===== src/rtl/mbox_pkg.sv =====
package mbox_pkg;
  localparam int NPORTS = 2;

  // kind of access seen on one port in one cycle
  typedef enum logic [1:0] {
    ACC_NONE  = 2'd0,
    ACC_READ  = 2'd1,
    ACC_WRITE = 2'd2
  } acc_kind_e;

  function automatic int peer_of(input int p);
    return (p == 0) ? 1 : 0;
  endfunction
endpackage


===== src/rtl/mbox_port_decode.sv =====
module mbox_port_decode
  import mbox_pkg::*;
#(
  parameter int AW = 12,
  parameter logic [AW-1:0] OWN_BOX  = '1,
  parameter logic [AW-1:0] PEER_BOX = '0
) (
  input  logic          clk,
  input  logic          rst_n,
  input  logic          en,
  input  logic          we,
  input  logic [AW-1:0] addr,
  input  logic          busy,
  output logic          post,   // qualified write into the peer's mailbox
  output logic          take    // qualified read of the own mailbox
);
  acc_kind_e kind;
  logic      hit_own, hit_peer;

  always_comb begin
    if (!en)     kind = ACC_NONE;
    else if (we) kind = ACC_WRITE;
    else         kind = ACC_READ;
  end

  assign hit_own  = (addr == OWN_BOX);
  assign hit_peer = (addr == PEER_BOX);

  always_comb begin
    post = 1'b0;
    take = 1'b0;
    if (!busy) begin
      post = (kind == ACC_WRITE) && hit_peer;
      take = (kind == ACC_READ)  && hit_own;
    end
  end

  // a disabled port produces no event
  a_r9_idle_port: assert property (@(posedge clk) disable iff (!rst_n)
    !en |-> (!post && !take));
  // busy suppresses both events of this port
  a_r6_r7_busy_quiet: assert property (@(posedge clk) disable iff (!rst_n)
    busy |-> (!post && !take));
endmodule


===== src/rtl/mbox_flag.sv =====
module mbox_flag (
  input  logic clk,
  input  logic rst_n,
  input  logic set,
  input  logic clr,
  output logic flag_q
);
  always_ff @(posedge clk) begin
    if (!rst_n)   flag_q <= 1'b0;
    else if (set) flag_q <= 1'b1;   // set has priority over clear
    else if (clr) flag_q <= 1'b0;
  end

  a_r8_set_wins: assert property (@(posedge clk) disable iff (!rst_n)
    set |=> flag_q);
  a_r4_clear_drops: assert property (@(posedge clk) disable iff (!rst_n)
    (clr && !set) |=> !flag_q);
  a_r10_hold: assert property (@(posedge clk) disable iff (!rst_n)
    (!set && !clr) |=> $stable(flag_q));
endmodule


===== src/rtl/mbox_irq_ctrl.sv =====
module mbox_irq_ctrl
  import mbox_pkg::*;
#(
  parameter int AW = 12
) (
  input  logic          clk,
  input  logic          rst_n,
  input  logic          en0,
  input  logic          we0,
  input  logic [AW-1:0] addr0,
  input  logic          busy0,
  input  logic          en1,
  input  logic          we1,
  input  logic [AW-1:0] addr1,
  input  logic          busy1,
  output logic          irq0_n,
  output logic          irq1_n
);
  localparam logic [AW-1:0] BOX_P1 = '1;                 // highest word
  localparam logic [AW-1:0] BOX_P0 = BOX_P1 - 1'b1;      // one below

  logic          en_v   [NPORTS];
  logic          we_v   [NPORTS];
  logic [AW-1:0] addr_v [NPORTS];
  logic          busy_v [NPORTS];
  logic [NPORTS-1:0] post, take, flag_q;

  assign en_v[0] = en0;   assign en_v[1] = en1;
  assign we_v[0] = we0;   assign we_v[1] = we1;
  assign addr_v[0] = addr0; assign addr_v[1] = addr1;
  assign busy_v[0] = busy0; assign busy_v[1] = busy1;

  for (genvar p = 0; p < NPORTS; p++) begin : g_port
    localparam logic [AW-1:0] OWN  = (p == 0) ? BOX_P0 : BOX_P1;
    localparam logic [AW-1:0] PEER = (p == 0) ? BOX_P1 : BOX_P0;

    mbox_port_decode #(.AW(AW), .OWN_BOX(OWN), .PEER_BOX(PEER)) u_dec (
      .clk(clk), .rst_n(rst_n),
      .en(en_v[p]), .we(we_v[p]), .addr(addr_v[p]), .busy(busy_v[p]),
      .post(post[p]), .take(take[p])
    );

    // flag p is the interrupt towards port p: set by the peer, cleared by p
    mbox_flag u_flag (
      .clk(clk), .rst_n(rst_n),
      .set(post[peer_of(p)]), .clr(take[p]),
      .flag_q(flag_q[p])
    );
  end

  assign irq0_n = ~flag_q[0];
  assign irq1_n = ~flag_q[1];

  // a busy port 0 cannot raise port 1's interrupt
  a_r6_busy_no_set: assert property (@(posedge clk) disable iff (!rst_n)
    (busy0 && irq1_n) |=> irq1_n);
  // a busy port 1 cannot drop its own interrupt
  a_r7_busy_no_clear: assert property (@(posedge clk) disable iff (!rst_n)
    (busy1 && !irq1_n) |=> !irq1_n);
  // first edge after reset leaves both lines inactive
  a_r1_reset_idle: assert property (@(posedge clk)
    !rst_n |=> (irq0_n && irq1_n));
endmodule


===== config.mk =====
export PLATFORM = sky130hd
export DESIGN_NAME = mbox_irq_ctrl
export DESIGN_NICKNAME = d
export VERILOG_FILES = /design/src/rtl/mbox_pkg.sv /design/src/rtl/mbox_port_decode.sv /design/src/rtl/mbox_flag.sv /design/src/rtl/mbox_irq_ctrl.sv
export SDC_FILE = /design/constraint.sdc
export NUM_CORES = 1
export LEC_CHECK = 0
export ABC_CLOCK_PERIOD_IN_PS = 3220
export CAP_MARGIN = 10
export CORE_AREA = 8 8 45 47
export DETAILED_ROUTE_END_ITERATION = 10
export DIE_AREA = 0 0 53 55
export PLACE_DENSITY = 0.62
export RECOVER_POWER = 50
export SLEW_MARGIN = 30
export SYNTH_ARGS = -nofsm -noshare
export SYNTH_HDL_FRONTEND = slang
export SYNTH_SLANG_ARGS = --single-unit

===== constraint.sdc =====
create_clock -name clk -period 3.22 [get_ports clk]
set_clock_uncertainty 0.15 [all_clocks]
set_input_delay 0.483 -clock clk [delete_from_list [all_inputs] [get_ports clk]]
set_output_delay 0.483 -clock clk [all_outputs]
set_load 0.1 [all_outputs]

==> results of run 1 <==
==> placed cells by master, fill, tap and decap left out, drive strengths merged <==
cell and instances:
a32o 1, and3b 1, clkbuf 5, clkdlybuf4s50 31, dfxtp 2, inv 2
nand2 4, nand2b 1, nand3 1, nand3b 1, nand4 5, nor2 2
nor4 2, o21ai 1
==> worst min path at each step <==
stage	to	slack, ps
final	g_port[1].u_flag.flag_q$_SDFFE_PN0P_	350
after CTS	g_port[1].u_flag.flag_q$_SDFFE_PN0P_	350
after detailed placement	g_port[1].u_flag.flag_q$_SDFFE_PN0P_	330
after global placement	g_port[1].u_flag.flag_q$_SDFFE_PN0P_	320
after floorplan	g_port[1].u_flag.flag_q$_SDFFE_PN0P_	300
after global routing	g_port[0].u_flag.flag_q$_SDFFE_PN0P_	370
==> logic make-up after synthesis <==
group,Yosys count,synth area share
buffers and inverters,2,0.0462
AND/OR/NAND/NOR,17,0.615
flip-flops,2,0.246
AO/OA/AOI/OAI,2,0.0923
==> worst min-delay path, delay by kind of cell, from the launching register on <==
kind / cells / cell delay [ps]
AO/OA/AOI/OAI: 1 / 80
AND/OR/NAND/NOR: 1 / 50
flip-flops: 1 / 300
==> cell type report <==
| cell class | instances | area [um2] | share of cell area |
|---|---|---|---|
| inverters | 2 | 7.51 | 0.0144 |
| clock buffers | 3 | 22.5 | 0.0431 |
| repair buffers | 33 | 318 | 0.608 |
| well taps | 16 | 20.0 | 0.0383 |
| multi-input cells | 19 | 115 | 0.220 |
| flip-flops and latches | 2 | 40.0 | 0.0766 |
==> metal layers <==
metal	track usage	vias up
met5	0	-
met2	0.109	31
met1	0.0621	140
met4	0.0776	0
met3	0.0722	0
li1	-	160
==> power breakdown <==
group / switching (mW) / internal [mW] / total, mW
Clock: 0.0130 / 0.0410 / 0.0540
Combinational: 0.00764 / 0.0345 / 0.0422
Sequential: 0.000000749 / 0.0250 / 0.0250
==> per-stage QoR <==
| stage | power, mW | utilization | setup slack, ps | instances |
|---|---|---|---|---|
| 5_1_grt | 0.136 | 0.378 | 1090 | 75 |
| 6_report | 0.121 | 0.378 | 1160 | 75 |
| 4_1_cts | 0.126 | 0.383 | 1460 | 75 |
| 2_1_floorplan | 0.0288 | - | 1710 | 23 |
| 3_5_place_dp | 0.0677 | 0.367 | 1230 | 72 |
| 3_3_place_gp | 0.0673 | 0.367 | 1230 | 72 |
==> impl_metrics.tcl, run 1 <==
set metrics [dict create \
    clockRootBuffer "clkbuf_4" \
    setup_tns_ps 0 \
    r2r_slack_ps 2450 \
    io_buffers 33 \
    cts.htree.levels 1 \
    hp-start "g_port[1].u_flag.flag_q$_SDFFE_PN0P_" \
    syn_avg_cell_area_um2 7.07 \
    hp-class "flop to flop" \
    yosysTopAreaCell "dfxtp_1" \
    fin_nets 93 \
    die-height_um 55 \
    grt_remaining_overflow 0 \
    postCtsHoldBufs 0 \
    netlist_instances 23 \
    r2r_end "g_port[0].u_flag.flag_q$_SDFFE_PN0P_" \
    synthDistinctLibCells 13 \
    gp_congestion 0.718 \
    cts_buffers 3 \
    worst_slew_pin_slew_ps 1170 \
    critical_path.max_stage_delay_ps 860 \
    final_max_slew_viol_count 0 \
    wl_per_cell_um 12.8 \
    maxSlewHeadroom 0.223 \
    cp-start-kind "flop" \
    routed_wl_um 961 \
    p_per_area_mw_per_mm2 232 \
    hold_viol_final 0 \
    final_layout_size_suffix_gt1_frac 0.0678 \
    fillers 153 \
    drv_cap 0 \
    dpl_cell_area_um2 508 \
    cp.required_ps 2590 \
    io_pins 34 \
    crit_chain "inv_1 > clkbuf_1" \
    drc 0 \
    power_leakage_nw 0.182 \
    irDropWorstVdd_uv 101 \
    whs_ps 347 \
    setup_viol 0 \
    top_layer "met3" \
    r2r_start "g_port[0].u_flag.flag_q$_SDFFE_PN0P_" \
    firstDrtPassIters 3 \
    crit_fanout 2 \
    endpoint_kind "output port" \
    vias 331 \
    synthArstFlopShare 0 \
    arrival_ps 1430 \
    cts_tree "built" \
    ctsResizeCount 0 \
    crit_path_end "irq1_n" \
    synth-seq-area-share 0.246 \
    yosys_warnings 0 \
    clock.fmax_mhz 484 \
    worst-path-buf-inv 2 \
    rsz0062_at_grt "false" \
    viasPerCell 4.41 \
    core_area_mm2 0.00138 \
    num_antenna_cells 0 \
    dieArea_mm2 0.00292 \
    initial_core_util 0.118 \
    track_usage 0.0775 \
    synth_most_common_cell "nand4_1" \
    outcome "complete, no violations" \
    area_growth_pct 222 \
    cts_buffer_depth 2 \
    syn_nets 55 \
    synth_edf_count 0 \
    grt_pass1_wl_um 1620 \
    whs_path_depth 2 \
    cp_slowest_cell "clkbuf_1" \
    ys_top_cells_by_count "5 x nand4_1, 4 x nand2_1, 2 x dfxtp_1, 2 x inv_1, 2 x nor2_1" \
    path_depth 2 \
    path_delay_family "buffers and inverters" \
    num_rows 14 \
    met1_length_um 332 \
    critPathKind "flop to output port" \
    top_regs "g_port.u_flag.flag_q x2" \
    final_design_area_no_fill_um2 523 \
    wl_met3_um 232 \
    antenna_found_initial 0 \
    largest_reg_flops 2 \
    final_antenna_net_count 0 \
    yosys_register_bits 2 \
    insertion_delay_ps 220 \
    met2WireLength_um 396 \
    yosys-top-cells-area "dfxtp_1 25%, nand4_1 19%, nand2_1 9.2%, nor4_2 7.7%, a32o_1 6.2%" \
    clk_pin_slew_worst_paths_ps 30 \
    clock-sinks 2 \
    drt_iter0_drc 1 \
    synth_flop_cell "dfxtp_1" \
    top_register "g_port.u_flag.flag_q" \
    yosysTopAreaCellShare 0.246 \
    grt_max_degree 5 \
    syn_area_um2 163 \
    grt_pass1_vias 411 \
    post_cts_buffers 0 \
    r2r_cells 1 \
    min_period_ps 2060 \
    period_share 0.641 \
    critPathLaunch "g_port[1].u_flag.flag_q$_SDFFE_PN0P_" \
    dieWidth_um 53 \
]
Note: power is estimated with default switching activity, not from simulation.
==> run 2, diff against run 1 <==
Settings changed: ABC_CLOCK_PERIOD_IN_PS 3220 to 1700, PLACE_DENSITY 0.62 to 0.64.
Clock period 3.22 ns to 1.7 ns, I/O delays scaled along.
==> run 2 against run 1 <==
Effect of this change:
- combinational power is 89% higher
- cell area grew 1.9%
- critical endpoint is now g_port[0].u_flag.flag_q$_SDFFE_PN0P_
- clock-buffer cell count unchanged
==> impl_metrics.tcl, run 2 (synthesis results as in run 1) <==
set metrics [dict create \
    crit_fanout 2 \
    top_register "g_port.u_flag.flag_q" \
    grt_remaining_overflow 0 \
    insertion_delay_ps 220 \
    whs_path_depth 2 \
    power_leakage_nw 0.192 \
    ctsResizeCount 0 \
    grt_pass1_wl_um 1550 \
    initial_core_util 0.118 \
    core_area_mm2 0.00138 \
    r2r_start "g_port[0].u_flag.flag_q$_SDFFE_PN0P_" \
    drt_iter0_drc 1 \
    drc 0 \
    hp-start "g_port[1].u_flag.flag_q$_SDFFE_PN0P_" \
    gp_congestion 0.688 \
    grt_pass1_vias 389 \
    final_common_cell "clkdlybuf4s50_1" \
    hp-class "flop to flop" \
    outcome "complete, no violations" \
    maxSlewHeadroom 0.638 \
    r2r_cells 1 \
    postLayoutCoreUtil 0.385 \
    final_max_slew_viol_count 0 \
    cts.htree.levels 1 \
    wl_per_cell_um 13.1 \
    top_regs "g_port.u_flag.flag_q x2" \
    dieArea_mm2 0.00292 \
    p_per_area_mw_per_mm2 433 \
    grt_max_degree 5 \
    cts_buffer_depth 2 \
    post_cts_buffers 0 \
    track_usage 0.0775 \
    firstDrtPassIters 2 \
    postCtsHoldBufs 0 \
    clockRootBuffer "clkbuf_4" \
    irDropWorstVdd_uv 189 \
    period_share 0.881 \
    r2r_end "g_port[0].u_flag.flag_q$_SDFFE_PN0P_" \
    endpoint_kind "flop" \
    cp.required_ps 1660 \
    final_layout_size_suffix_gt1_frac 0.117 \
    dieWidth_um 53 \
    fillers 145 \
    cts_buffers 3 \
    min_period_ps 1500 \
    num_rows 14 \
    final_antenna_net_count 0 \
    r2r_slack_ps 940 \
    die-height_um 55 \
    cts_tree "built" \
    io_buffers 33 \
    io_pins 34 \
    setup_viol 0 \
    total_power_uw 231 \
    viasPerCell 4.34 \
    rsz0062_at_grt "false" \
    arrival_ps 1460 \
    critPathLaunch "addr0[10]" \
    cp-start-kind "primary input" \
    critPathKind "primary input to flop" \
    clk_pin_slew_worst_paths_ps 30 \
    final_cell_mix "31 x clkdlybuf4s50_1, 5 x nand4_1, 4 x nand2_1, 3 x clkbuf_4" \
    vias 330 \
    clock.fmax_mhz 668 \
    num_antenna_cells 0 \
    worst_slew_pin_slew_ps 545 \
    antenna_found_initial 0 \
    routed_wl_um 992 \
    hold_viol_final 0 \
    area_growth_pct 228 \
    largest_reg_flops 2 \
    clock-sinks 2 \
    fin_nets 94 \
    drv_cap 0 \
    hold_end "g_port[1].u_flag.flag_q$_SDFFE_PN0P_" \
]
run 2: cell types whose count changed in the layout (fill, tap and decap cells not counted):
| cell | before | now |
|---|---|---|
| buf_4 | 0 | 1 |
| clkbuf_2 | 0 | 2 |
| clkbuf_1 | 2 | 0 |
run 2: critical path, cell delays in order:
cell,delay (ps)
clkdlybuf4s50_1,460
nand4_1,100
nor4_2,310
nand2_1,80
a32o_1,250
run 2: metrics by stage:
| stage | hold slack (ps) | setup slack, ps | instances | TNS (ps) | instance area [um2] |
|---|---|---|---|---|---|
| global placement | 318 | -48.0 | 73 | -48.0 | 541 |
| floorplan | 248 | 419 | 23 | 0 | 163 |
| detailed placement | 334 | -49.7 | 73 | -61.1 | 541 |
| global route | 374 | 94.1 | 76 | 0 | 533 |
| finish | 336 | 202 | 76 | 0 | 533 |
| CTS | 338 | 186 | 76 | 0 | 563 |
run 2: layout make-up:
| class | instances | area [um2] | area share |
|---|---|---|---|
| clock buffer | 3 | 22.5 | 0.0423 |
| tap | 16 | 20.0 | 0.0376 |
| inverter | 2 | 7.51 | 0.0141 |
| timing repair buffer | 34 | 328 | 0.615 |
| multi-input combinational | 19 | 115 | 0.216 |
| sequential | 2 | 40.0 | 0.0751 |
run 2: worst max-delay path by stage:
stage,slack (ps),cells past startpoint,end
CTS,190,5,g_port[0].u_flag.flag_q$_SDFFE_PN0P_
detailed placement,-50,5,g_port[0].u_flag.flag_q$_SDFFE_PN0P_
finish,200,5,g_port[0].u_flag.flag_q$_SDFFE_PN0P_
global route,90,5,g_port[0].u_flag.flag_q$_SDFFE_PN0P_
global placement,-50,5,g_port[0].u_flag.flag_q$_SDFFE_PN0P_
floorplan,420,1,irq0_n
run 2: power by group:
part	internal [mW]	switching (mW)	total, mW
combinational	0.0654	0.0145	0.0799
sequential	0.0473	0.00000147	0.0473
clock	0.0777	0.0256	0.103
run 2: layer usage:
metal | vias up | global-route usage | share of wire | routed length (um)
met5 | - | 0 | 0 | 0
met4 | 0 | 0.0905 | 0.017 | 17
met3 | 2 | 0.0775 | 0.24 | 235
met2 | 32 | 0.109 | 0.44 | 435
met1 | 133 | 0.0545 | 0.31 | 305
li1 | 163 | - | - | -
==> run 3, diff against run 2 <==
==> constraint.sdc (replaced) <==
create_clock -name clk -period 1.7 [get_ports clk]
set_clock_uncertainty 0.15 [all_clocks]
set_input_delay 0.17 -clock clk [delete_from_list [all_inputs] [get_ports clk]]
set_output_delay 0.17 -clock clk [all_outputs]
set_load 0.1 [all_outputs]
==> run 3 against run 2 <==
Effect of this change:
- fmax up 4.8%
- cell area is the same
- routed wire length decreased by 2.5%
- power increased by 2.3%
- clock-buffer cell count unchanged
- sequential cell count unchanged
- non-clock buffer count stayed put
- combinational power about the same
- critical path type unchanged
- largest cell class unchanged
- largest power group unchanged
- highest routed layer unchanged
==> impl_metrics.tcl, run 3 (synthesis results as in run 1) <==
set metrics [dict create \
    outcome "complete, no violations" \
    top_regs "g_port.u_flag.flag_q x2" \
    core_area_mm2 0.00138 \
    rsz0062_at_grt "false" \
    clock-sinks 2 \
    antenna_found_initial 0 \
    grt_pass1_wl_um 1520 \
    area_growth_pct 228 \
    io_pins 34 \
    final_layout_size_suffix_gt1_frac 0.117 \
    drc 0 \
    firstDrtPassIters 1 \
    cts_buffer_depth 2 \
    cp-start-kind "primary input" \
    critPathKind "primary input to flop" \
    gp_congestion 0.691 \
    setup_viol 0 \
    drv_cap 0 \
    hp-start "g_port[1].u_flag.flag_q$_SDFFE_PN0P_" \
    endpoint_kind "flop" \
    total_power_uw 236 \
    critical_path.max_stage_delay_ps 460 \
    wl_per_cell_um 12.7 \
    insertion_delay_ps 230 \
    final_common_cell "clkdlybuf4s50_1" \
    p_per_area_mw_per_mm2 443 \
    power_leakage_nw 0.192 \
    r2r_start "g_port[0].u_flag.flag_q$_SDFFE_PN0P_" \
    r2r_cells 1 \
    grt_remaining_overflow 0 \
    num_antenna_cells 0 \
    irDropWorstVdd_uv 169 \
    cts.htree.levels 1 \
    dp_cells 73 \
    viasPerCell 4.47 \
    top_register "g_port.u_flag.flag_q" \
    die-height_um 55 \
    setup_tns_ps 0 \
    final_max_slew_viol_count 0 \
    io_buffers 33 \
    period_share 0.841 \
    r2r_end "g_port[0].u_flag.flag_q$_SDFFE_PN0P_" \
    dieWidth_um 53 \
    largest_reg_flops 2 \
    postCtsHoldBufs 0 \
    crit_fanout 2 \
    arrival_ps 1400 \
    final_antenna_net_count 0 \
    clockRootBuffer "clkbuf_4" \
    hp-class "flop to flop" \
    cts_tree "built" \
    r2r_slack_ps 940 \
    fin_cells 76 \
    ctsResizeCount 0 \
    dieArea_mm2 0.00292 \
    routed_wl_um 967 \
    clock.fmax_mhz 700 \
    final_cell_mix "31 x clkdlybuf4s50_1, 5 x nand4_1, 4 x nand2_1, 3 x clkbuf_4" \
    grt_pass1_vias 394 \
    cts_buffers 3 \
    num_rows 14 \
    whs_ps 332 \
    cp.required_ps 1670 \
    clk_pin_slew_worst_paths_ps 30 \
    crit_chain "clkdlybuf4s50_1 > nand4_1 > nor4_2 > nand2_1 > a32o_1" \
    hold_viol_final 0 \
    track_usage 0.0731 \
    cp_slowest_cell "clkdlybuf4s50_1" \
    initial_core_util 0.118 \
    drt_iter0_drc 0 \
    worst_slew_pin_slew_ps 545 \
    hold_end "g_port[1].u_flag.flag_q$_SDFFE_PN0P_" \
    fin_nets 94 \
    vias 340 \
    grt_max_degree 5 \
    fillers 156 \
    maxSlewHeadroom 0.638 \
    whs_path_depth 2 \
    min_period_ps 1430 \
    post_cts_buffers 0 \
]
-- run 3: stage by stage --
| step | util | area [um2] | setup WS (ps) |
|---|---|---|---|
| floorplan | - | 163 | 504 |
| global placement | 0.391 | 541 | 39.5 |
| detailed placement | 0.391 | 541 | 26.0 |
| CTS | 0.407 | 563 | 270 |
| global route | 0.385 | 533 | 180 |
| finish | 0.385 | 533 | 271 |
-- run 3: where the power goes --
| group | switching, mW | leakage [nW] | internal [mW] |
|---|---|---|---|
| sequential | 0.00000128 | 0.0161 | 0.0473 |
| clock | 0.0306 | 0.0138 | 0.0782 |
| combinational | 0.0144 | 0.162 | 0.0654 |
-- run 3: worst max path at each step --
stage                                            to                                  from  slack (ps)
5_1_grt        g_port[0].u_flag.flag_q$_SDFFE_PN0P_                             addr0[10]         180
3_3_place_gp   g_port[0].u_flag.flag_q$_SDFFE_PN0P_                             addr0[10]          40
2_1_floorplan                                irq0_n  g_port[0].u_flag.flag_q$_SDFFE_PN0P_         500
3_5_place_dp   g_port[0].u_flag.flag_q$_SDFFE_PN0P_                             addr0[10]          30
6_report       g_port[0].u_flag.flag_q$_SDFFE_PN0P_                             addr0[10]         270
4_1_cts        g_port[0].u_flag.flag_q$_SDFFE_PN0P_                             addr0[10]         270
-- run 3: critical path: cells and delay by family --
kind,cells,cell delay (ps)
simple gates,3,510
buf+inv,1,460
compound gates,1,250
-- run 3: layer usage --
layer,GRT usage,vias up,part of all wire
met3,0.0749,2,0.24
li1,-,163,-
met5,0,-,0
met2,0.107,32,0.40
met4,0.0647,0,0.018
met1,0.0545,143,0.34
-- run 3: area by class of cell --
type	count	area, um2	area share
repair buffers	34	328	0.615
multi-input cells	19	115	0.216
well taps	16	20.0	0.0376
flip-flops and latches	2	40.0	0.0751
clock buffers	3	22.5	0.0423
inverters	2	7.51	0.0141
